==> config.mk <==
export PLATFORM = sky130hd
export DESIGN_NAME = txfc_credit_tracker
export DESIGN_NICKNAME = d
export VERILOG_FILES = /design/src/rtl/txfc_pkg.sv /design/src/rtl/txfc_cons_decode.sv /design/src/rtl/txfc_credit_slot.sv /design/src/rtl/txfc_grant_eval.sv /design/src/rtl/txfc_credit_tracker.sv
export SDC_FILE = /design/constraint.sdc
export NUM_CORES = 1
export LEC_CHECK = 0
export ABC_CLOCK_PERIOD_IN_PS = 3100
export CORE_UTILIZATION = 57
export CTS_CLUSTER_DIAMETER = 40
export CTS_CLUSTER_SIZE = 20
export DETAILED_ROUTE_END_ITERATION = 10
export PLACE_DENSITY = 0.81
export SYNTH_ARGS = -nofsm -noshare
export SYNTH_HDL_FRONTEND = slang
export SYNTH_HIERARCHICAL = 1
export SYNTH_SLANG_ARGS = --single-unit
==> constraint.sdc <==
create_clock -name clk -period 3.1 [get_ports clk]
set_clock_uncertainty 0.1 [all_clocks]
set_input_delay 0.465 -clock clk [delete_from_list [all_inputs] [get_ports clk]]
set_output_delay 0.465 -clock clk [all_outputs]
set_load 0.005 [all_outputs]
==> src/rtl/txfc_pkg.sv <==
`timescale 1ns/1ps
package txfc_pkg;
   // Class index used by the per-class slots and by req_class.
   // Header bit of class k is 2k+1, data bit is 2k.
   typedef enum logic [1:0] {
      FC_CPL  = 2'd0,
      FC_NP   = 2'd1,
      FC_P    = 2'd2,
      FC_RSVD = 2'd3
   } fc_class_e;

   localparam int unsigned NUM_CLASS = 3;
   localparam int unsigned NUM_BITS  = 2 * NUM_CLASS;

   function automatic int unsigned hdr_bit(input int unsigned k);
      return 2 * k + 1;
   endfunction

   function automatic int unsigned dat_bit(input int unsigned k);
      return 2 * k;
   endfunction
endpackage

==> src/rtl/txfc_cons_decode.sv <==
`timescale 1ns/1ps
// Splits the pulse vector into header and data lanes and screens
// out combinations that a correct link never produces.
module txfc_cons_decode
   import txfc_pkg::*;
(
   input  logic [NUM_BITS-1:0]  pulse,
   output logic [NUM_CLASS-1:0] hdr_inc,
   output logic [NUM_CLASS-1:0] dat_inc,
   output logic                 illegal
);
   logic [NUM_CLASS-1:0] hdr_raw;
   logic [NUM_CLASS-1:0] dat_raw;
   logic                 legal;

   for (genvar k = 0; k < NUM_CLASS; k++) begin : g_lane
      assign hdr_raw[k] = pulse[hdr_bit(k)];
      assign dat_raw[k] = pulse[dat_bit(k)];
   end

   always_comb begin
      if (hdr_raw == '0)
         legal = (dat_raw == '0);
      else
         legal = $onehot(hdr_raw) && ((dat_raw == '0) || (dat_raw == hdr_raw));
   end

   assign illegal = ~legal;
   assign hdr_inc = legal ? hdr_raw : '0;
   assign dat_inc = legal ? dat_raw : '0;
endmodule

==> src/rtl/txfc_credit_slot.sv <==
`timescale 1ns/1ps
// One credit class: a wrapping consumed counter and a registered
// modular availability derived from the incoming limit.
module txfc_credit_slot #(
   parameter int unsigned W = 8
) (
   input  logic         clk,
   input  logic         rst,
   input  logic         inc,
   input  logic [W-1:0] limit,
   output logic [W-1:0] avail
);
   logic [W-1:0] used_q;
   logic [W-1:0] avail_q;

   if (W < 1) begin : g_bad_w
      $error("txfc_credit_slot: W must be at least 1");
   end

   always_ff @(posedge clk) begin
      if (rst) begin
         used_q  <= '0;
         avail_q <= '0;
      end else begin
         used_q  <= used_q + W'(inc);
         avail_q <= limit - used_q;
      end
   end

   assign avail = avail_q;
endmodule

==> src/rtl/txfc_grant_eval.sv <==
`timescale 1ns/1ps
// Picks the requested class, converts bytes to data credits and
// decides whether the packet may go.
module txfc_grant_eval
   import txfc_pkg::*;
#(
   parameter int unsigned HDR_W     = 8,
   parameter int unsigned DAT_W     = 12,
   parameter int unsigned LEN_W     = 13,
   parameter int unsigned DAT_BYTES = 16
) (
   input  logic [NUM_CLASS-1:0][HDR_W-1:0] hdr_avail,
   input  logic [NUM_CLASS-1:0][DAT_W-1:0] dat_avail,
   input  logic [NUM_BITS-1:0]             inf_flag,
   input  logic                            req_valid,
   input  logic [1:0]                      req_class,
   input  logic [LEN_W-1:0]                req_len,
   output logic                            ok
);
   localparam int unsigned SH     = $clog2(DAT_BYTES);
   localparam int unsigned NEED_W = LEN_W - SH + 1;
   localparam int unsigned CMP_W  = (NEED_W > DAT_W) ? NEED_W : DAT_W;

   logic [LEN_W:0]      len_x;
   logic [NEED_W-1:0]   need;
   logic [HDR_W-1:0]    hav;
   logic [DAT_W-1:0]    dav;
   logic                hinf;
   logic                dinf;
   logic                cls_ok;
   logic                hdr_ok;
   logic                dat_ok;
   logic [CMP_W-1:0]    dav_x;
   logic [CMP_W-1:0]    need_x;

   assign len_x = {1'b0, req_len} + (LEN_W+1)'(DAT_BYTES - 1);
   assign need  = len_x[LEN_W:SH];

   always_comb begin
      cls_ok = (req_class != FC_RSVD);
      hav    = '0;
      dav    = '0;
      hinf   = 1'b0;
      dinf   = 1'b0;
      for (int k = 0; k < NUM_CLASS; k++) begin
         if (req_class == 2'(k)) begin
            hav  = hdr_avail[k];
            dav  = dat_avail[k];
            hinf = inf_flag[hdr_bit(k)];
            dinf = inf_flag[dat_bit(k)];
         end
      end
   end

   assign dav_x  = CMP_W'(dav);
   assign need_x = CMP_W'(need);
   assign hdr_ok = hinf || (hav != '0);
   assign dat_ok = dinf || (dav_x >= need_x);
   assign ok     = req_valid && cls_ok && hdr_ok && dat_ok;
endmodule

==> src/rtl/txfc_credit_tracker.sv <==
`timescale 1ns/1ps
module txfc_credit_tracker
   import txfc_pkg::*;
#(
   parameter int unsigned HDR_W     = 8,
   parameter int unsigned DAT_W     = 12,
   parameter int unsigned LEN_W     = 13,
   parameter int unsigned DAT_BYTES = 16,
   parameter bit          GRANT_REG = 1'b0
) (
   input  logic             clk,
   input  logic             rst,
   input  logic [5:0]       cons_pulse,
   input  logic [5:0]       inf_flag,
   input  logic [HDR_W-1:0] hdr_lim_p,
   input  logic [HDR_W-1:0] hdr_lim_np,
   input  logic [HDR_W-1:0] hdr_lim_cpl,
   input  logic [DAT_W-1:0] dat_lim_p,
   input  logic [DAT_W-1:0] dat_lim_np,
   input  logic [DAT_W-1:0] dat_lim_cpl,
   input  logic             req_valid,
   input  logic [1:0]       req_class,
   input  logic [LEN_W-1:0] req_len,
   output logic             grant,
   output logic             cons_err
);
   localparam int unsigned SH = $clog2(DAT_BYTES);

   if (HDR_W < 1 || DAT_W < 1) begin : g_bad_width
      $error("txfc_credit_tracker: counter widths must be positive");
   end
   if ((1 << SH) != DAT_BYTES) begin : g_bad_bytes
      $error("txfc_credit_tracker: DAT_BYTES must be a power of two");
   end
   if (LEN_W <= SH) begin : g_bad_len
      $error("txfc_credit_tracker: LEN_W must exceed log2(DAT_BYTES)");
   end

   logic [NUM_CLASS-1:0][HDR_W-1:0] hdr_lim;
   logic [NUM_CLASS-1:0][DAT_W-1:0] dat_lim;
   logic [NUM_CLASS-1:0][HDR_W-1:0] hdr_avail;
   logic [NUM_CLASS-1:0][DAT_W-1:0] dat_avail;
   logic [NUM_CLASS-1:0]            hdr_inc;
   logic [NUM_CLASS-1:0]            dat_inc;
   logic                            bad_pat;
   logic                            err_q;
   logic                            ok;

   assign hdr_lim[FC_CPL] = hdr_lim_cpl;
   assign hdr_lim[FC_NP]  = hdr_lim_np;
   assign hdr_lim[FC_P]   = hdr_lim_p;
   assign dat_lim[FC_CPL] = dat_lim_cpl;
   assign dat_lim[FC_NP]  = dat_lim_np;
   assign dat_lim[FC_P]   = dat_lim_p;

   txfc_cons_decode u_dec (
      .pulse   (cons_pulse),
      .hdr_inc (hdr_inc),
      .dat_inc (dat_inc),
      .illegal (bad_pat)
   );

   for (genvar k = 0; k < NUM_CLASS; k++) begin : g_cls
      txfc_credit_slot #(.W(HDR_W)) u_hdr (
         .clk   (clk),
         .rst   (rst),
         .inc   (hdr_inc[k]),
         .limit (hdr_lim[k]),
         .avail (hdr_avail[k])
      );
      txfc_credit_slot #(.W(DAT_W)) u_dat (
         .clk   (clk),
         .rst   (rst),
         .inc   (dat_inc[k]),
         .limit (dat_lim[k]),
         .avail (dat_avail[k])
      );
   end

   txfc_grant_eval #(
      .HDR_W     (HDR_W),
      .DAT_W     (DAT_W),
      .LEN_W     (LEN_W),
      .DAT_BYTES (DAT_BYTES)
   ) u_eval (
      .hdr_avail (hdr_avail),
      .dat_avail (dat_avail),
      .inf_flag  (inf_flag),
      .req_valid (req_valid),
      .req_class (req_class),
      .req_len   (req_len),
      .ok        (ok)
   );

   always_ff @(posedge clk) begin
      if (rst) err_q <= 1'b0;
      else     err_q <= err_q | bad_pat;
   end
   assign cons_err = err_q;

   if (GRANT_REG) begin : g_grant_ff
      logic grant_q;
      always_ff @(posedge clk) begin
         if (rst) grant_q <= 1'b0;
         else     grant_q <= ok;
      end
      assign grant = grant_q;
   end else begin : g_grant_comb
      assign grant = ok;
   end
endmodule

# Word-level counts from Yosys, hierarchy flattened
# Cells that the tools add are included.
[word_totals]
reg_bits = 121
input_bits = 90
output_inout_bits = 2
[op_classes]
addsub = 15
order_cmp = 1
eq_ne = 5
muxes = 15
n_bitwise = 2
n_reduce_logical = 11
[op_table]
columns = ["op", "n"]
rows = [
  ["$add A12 B1 Y12", 3],
  ["$mux W12", 3],
  ["$sub A12 B12 Y12", 3],
  ["$add A8 B1 Y8", 3],
  ["$mux W8", 3],
  ["$sub A8 B8 Y8", 3],
  ["$add A13 B4 Y14 const B", 1],
  ["$ge A12 B10 Y1", 1],
  ["$reduce_bool A8 Y1", 1],
  ["$mux W1", 7],
  ["$logic_not A3 Y1", 2],
  ["$mux W3", 2],
  ["$eq A2 B1 Y1 const B", 2],
  ["$logic_and A1 B1 Y1", 4],
  ["$eq A3 B3 Y1", 1],
  ["$logic_or A1 B1 Y1", 3],
  ["$add A1 B1 Y2", 1],
  ["$add A2 B1 Y2", 1],
  ["$eq A2 B2 Y1 const B", 1],
  ["$logic_not A2 Y1", 1],
  ["$ne A2 B2 Y1 const B", 1],
  ["$not A1 Y1", 1],
  ["$or A1 B1 Y1", 1],
]

# Longest topological paths before layout
[depth]
word_depth = 8
mapped_depth = 14
depth_no_buf = 13

# By module
# Netlist, hierarchy kept.
[modules_own_cells]
columns = ["module", "instances", "cells_each", "area_per_inst_um2", "seq_area_each_um2"]
rows = [
  ["txfc_credit_slot at g_cls[0].u_dat ...", 3, 153, 1327.5, 480.5],
  ["txfc_credit_slot at g_cls[0].u_hdr ...", 3, 94, 845.8, 320.3],
  ["txfc_grant_eval", 1, 101, 718.2, 0.0],
  ["txfc_cons_decode", 1, 35, 239.0, 0.0],
  ["txfc_credit_tracker", 1, 2, 30.0, 20.0],
]

# Worst setup path before layout
# Ideal clock, no wire load.
[synth_path]
path_kind = "input to output"
start = "in req_len[3]"
end = "out grant"
t_arrival_ns = 2.372
slack_ns = 0.163
cell_stages = 9
n_path_buf = 0
cell_sequence = "or4_4 -> and3_4 -> nand3_2 -> nor3_1 -> nand2_1 -> ha_1 -> a2111oi_2 -> o311ai_1 -> and4_1"
[synth_between]
elab_chain_len = 4
[synth_lines]
columns = ["element", "line", "text"]
rows = [
  ["start, declared", "txfc_credit_tracker.sv:23", "input logic [LEN_W-1:0] req_len,"],
  ["$add A13 B4 Y14", "txfc_grant_eval.sv:36", "assign len_x = {1'b0, req_len} + (LEN_W+1)'(DAT_BYTES - 1);"],
  ["$ge A12 B10 Y1", "txfc_grant_eval.sv:58", "assign dat_ok = dinf || (dav_x >= need_x);"],
  ["$logic_or A1 B1 Y1", "txfc_grant_eval.sv:58", ""],
  ["$logic_and A1 B1 Y1", "txfc_grant_eval.sv:59", "assign ok = req_valid && cls_ok && hdr_ok && dat_ok;"],
  ["end, declared", "txfc_credit_tracker.sv:24", "output logic grant,"],
]
# Every way passes these cells.

# Worst setup path after layout
[layout_path]
start = "in req_len[0]"
end = "out grant"
# The elaborated chain is that of the path after synthesis.

==> results.yml <==
outcome:
  status: "finished with violations"
  violations: "negative setup slack"
sta:
  hold_ws_ps: 389
  finalHoldViolations: 0
  worstMarginPinSlew_ps: 1000
  rsz0062_at_grt: "true"
  worst_slack_ps: -139
  finalCritPeriodShare_pct: 104
  fin_crit_ps: 3240
  max_freq_ghz: 0.309
  drv_slew: 0
  slew_headroom_pct: 33.1
  finalSetupViolations: 1
route:
  wl_um: 17400
  dr.pass1.iters: 5
  viasPerCell: 5.54
  wl_per_cell_um: 14.5
  drc_errors: 0
  antenna_left: 0
  vias: 6648
  drtIter0Drc: 380
global_routing:
  overflow: 0
  grt_pass1_wl_um: 28900
  antenna_found_initial: 1
  grt_pass1_vias: 6438
  grt_usage_pct: 27.2
  grt_max_degree: 99
clock_network:
  root_buffer: "clkbuf_16"
  cts_buffer_depth: 2
  path_clk_slew_ps: 50
  clk_latency_ps: 420
  htreeDepth: 4
  cts_buffers: 17
  cts_tree: "done"
  cts_sinks: 121
  ctsHoldBuffers: 0
yosys:
  ys_types: 56
  async_reset_ff_share_pct: 0
  synth_seq_cells: 121
  synthAdderAreaFrac_pct: 14.5
  synth_nets: 1052
  yosysWarnings: 6
  syn_area_um2: 7510
  synth_top_family_by_area: "simple AND/OR/NAND/NOR gates"
  seq_area_frac_synth_pct: 32.3
  syn_avg_cell_area_um2: 8.54
  synthMuxAreaShare_pct: 1.78
  synth_cells: 879
  synth-simple-area-share_pct: 22.6
  synth_xor_area_share_pct: 8.52
  synth_compound_area_share_pct: 15.6
  synth_edf_count: 0
  synth_top_flop_cell: "dfxtp_1"
floorplanning:
  core-area_um2: 12700
  initial_utilization_pct: 59.0
  rows: 41
  ioPinCount: 92
  die_h_um: 117
  die_area_um2: 13600
  die_w_um: 117
setup_path:
  cp-start-kind: "input port"
  cp_data_required_time_ps: 2530
  cp-endpoint: "grant"
  endpoint_kind: "output port"
  cp_max_fo: 4
  worstSetupPathType: "input port to output port"
  crit_arrival_ps: 2670
  r2r_slack_ps: 850
  timing.rr.end: "g_cls[2].u_dat/avail[10]"
  reg2reg_depth: 7
  crit_start: "req_len[0]"
  reg2reg_from: "g_cls[2].u_dat/used_q[2]"
cells_and_area:
  final_nets: 1187
  multi_input_area_um2: 4810
  ff_latch_area_um2: 2420
  final_cells: 1200
  syn_to_final_growth_pct: 27.9
  final_core_util_pct: 75.5
  drive_above_1_share_pct: 10.5
  n_fill_cell: 976
worst_hold_path:
  hold_path_class: "register to register"
power_and_ir_drop:
  power.density_nw_per_um2: 464
  leakage_nw: 3.84
  max-vdd-ir-drop_mv: 0.535
placement:
  dp_cells: 1165
  dpl.hpwl_um: 12500
  place_congestion: 0.864
  port_buffers: 91
flow_run:
  cap_violations: 0
-- power breakdown --
part           switching, mW  internal (mW)
clock network          0.710           1.44
registers             0.0245           1.62
logic                  0.318          0.332
-- timing repair --
action                     4_1_cts  5_1_grt
setup endpoints to repair        1        6
gates resized for setup         36        3
buffers inserted                 2        0
pin swaps                       16        5
-- registers in the layout, summed over array words and instances (netlist names) --
register / flops
cons_err: 1
g_cls.u_dat/avail: 36
g_cls.u_dat/used_q: 36
g_cls.u_hdr/avail: 24
g_cls.u_hdr/used_q: 24
-- worst max-delay path, stage by stage --
cell and delay, ps:
buf_6 90, or4_4 530, and3_4 190, nand3_4 110, nor2_2 60, xnor2_1 220, ha_1 290, a21oi_1 160
o21ai_2 70, nand4_1 70, o311ai_1 100, and4_1 200, buf_2 120
-- per-layer routing --
metal | track usage (%) | part of all wire [%] | wire length [um] | vias to the layer above
li1 | - | - | - | 3364
met1 | 32.4 | 44 | 7730 | 3072
met2 | 47.3 | 48 | 8370 | 185
met3 | 7.16 | 5.7 | 985 | 27
met4 | 9.70 | 1.8 | 310 | 0
met5 | 0 | 0 | 0 | -
-- area by class of cell --
cell class	count	share of cell area [%]
Sequential cell	121	25.2
Multi-Input combinational cell	671	50.1
Timing Repair Buffer	138	13.1
Antenna cell	1	0.0261
Tap cell	172	2.24
Inverter	65	2.54
Clock inverter	12	2.05
Clock buffer	20	4.65
-- worst min-delay path by stage --
stage,from,to,slack (ps),cells past startpoint
2_1_floorplan,cons_err,cons_err,360,1
3_3_place_gp,cons_err,cons_err,380,1
3_5_place_dp,cons_err,cons_err,390,1
4_1_cts,cons_err,cons_err,400,1
5_1_grt,cons_err,cons_err,420,1
6_report,cons_err,cons_err,390,1
-- through the flow --
| step | setup slack [ps] | setup TNS [ps] | area (um^2) | power [mW] |
|---|---|---|---|---|
| 5_1_grt | -242 | -242 | 9600 | 4.62 |
| 3_5_place_dp | -870 | -4430 | 8860 | 2.30 |
| 3_3_place_gp | -817 | -3340 | 8860 | 2.28 |
| 4_1_cts | -52.8 | -52.8 | 9590 | 4.48 |
| 2_1_floorplan | 163 | 0 | 7510 | 2.05 |
| 6_report | -139 | -139 | 9600 | 4.45 |
-- cell families after synthesis --
group / after synthesis
buffers and inverters: 87
xor gates and xnor gates: 73
AOI/OAI and AO/OA: 173
adders and majority gates: 83
muxes: 13
DFF: 121
and+or+nand+nor: 329
-- synth_stat cells (2+ instances only) --
cell type,count,area share (%)
or3_1,3,0.25
o2111ai_1,7,0.82
mux2i_1,10,1.3
nor3_1,26,1.7
and3_1,15,1.3
o21ai_1,2,0.13
o21a_1,28,2.8
nand3_1,42,2.8
a211oi_1,15,1.5
inv_1,64,3.2
nor2b_1,28,2.3
buf_6,2,0.30
nand4_1,7,0.58
nor2b_4,3,0.55
nor3b_1,6,0.60
dfxtp_1,121,32
o21ai_0,36,2.4
or4_1,3,0.30
and2_1,3,0.25
o211ai_1,3,0.30
nor4b_1,7,0.82
clkbuf_1,17,0.85
o31a_1,13,1.5
a21o_1,16,1.6
nand2b_1,10,0.83
xor2_1,20,2.3
a21oi_1,34,2.3
a31oi_1,4,0.33
nand2_1,44,2.2
nor2_1,108,5.4
mux2_2,3,0.45
and4_1,7,0.82
fa_1,7,1.9
o22ai_1,3,0.25
nor4_1,11,0.92
xnor2_1,53,6.2
ha_1,76,13
a31o_1,3,0.35
buf_4,2,0.20
-- cells in the final DEF, fill, tap and decap left out, types with 25 or more instances in the layout --
master	Yosys	final
clkdlybuf4s50_1	0	81
dfxtp_1	121	121
nor2b_1	28	27
nor3_1	26	25
o21a_1	28	28
ha_1	76	75
nand3_1	42	42
o21ai_0	36	34
buf_4	2	46
a21oi_1	34	32
nand2_1	44	43
inv_1	64	64
nor2_1	108	105
xnor2_1	53	53
(Power assumes the default switching activity.)
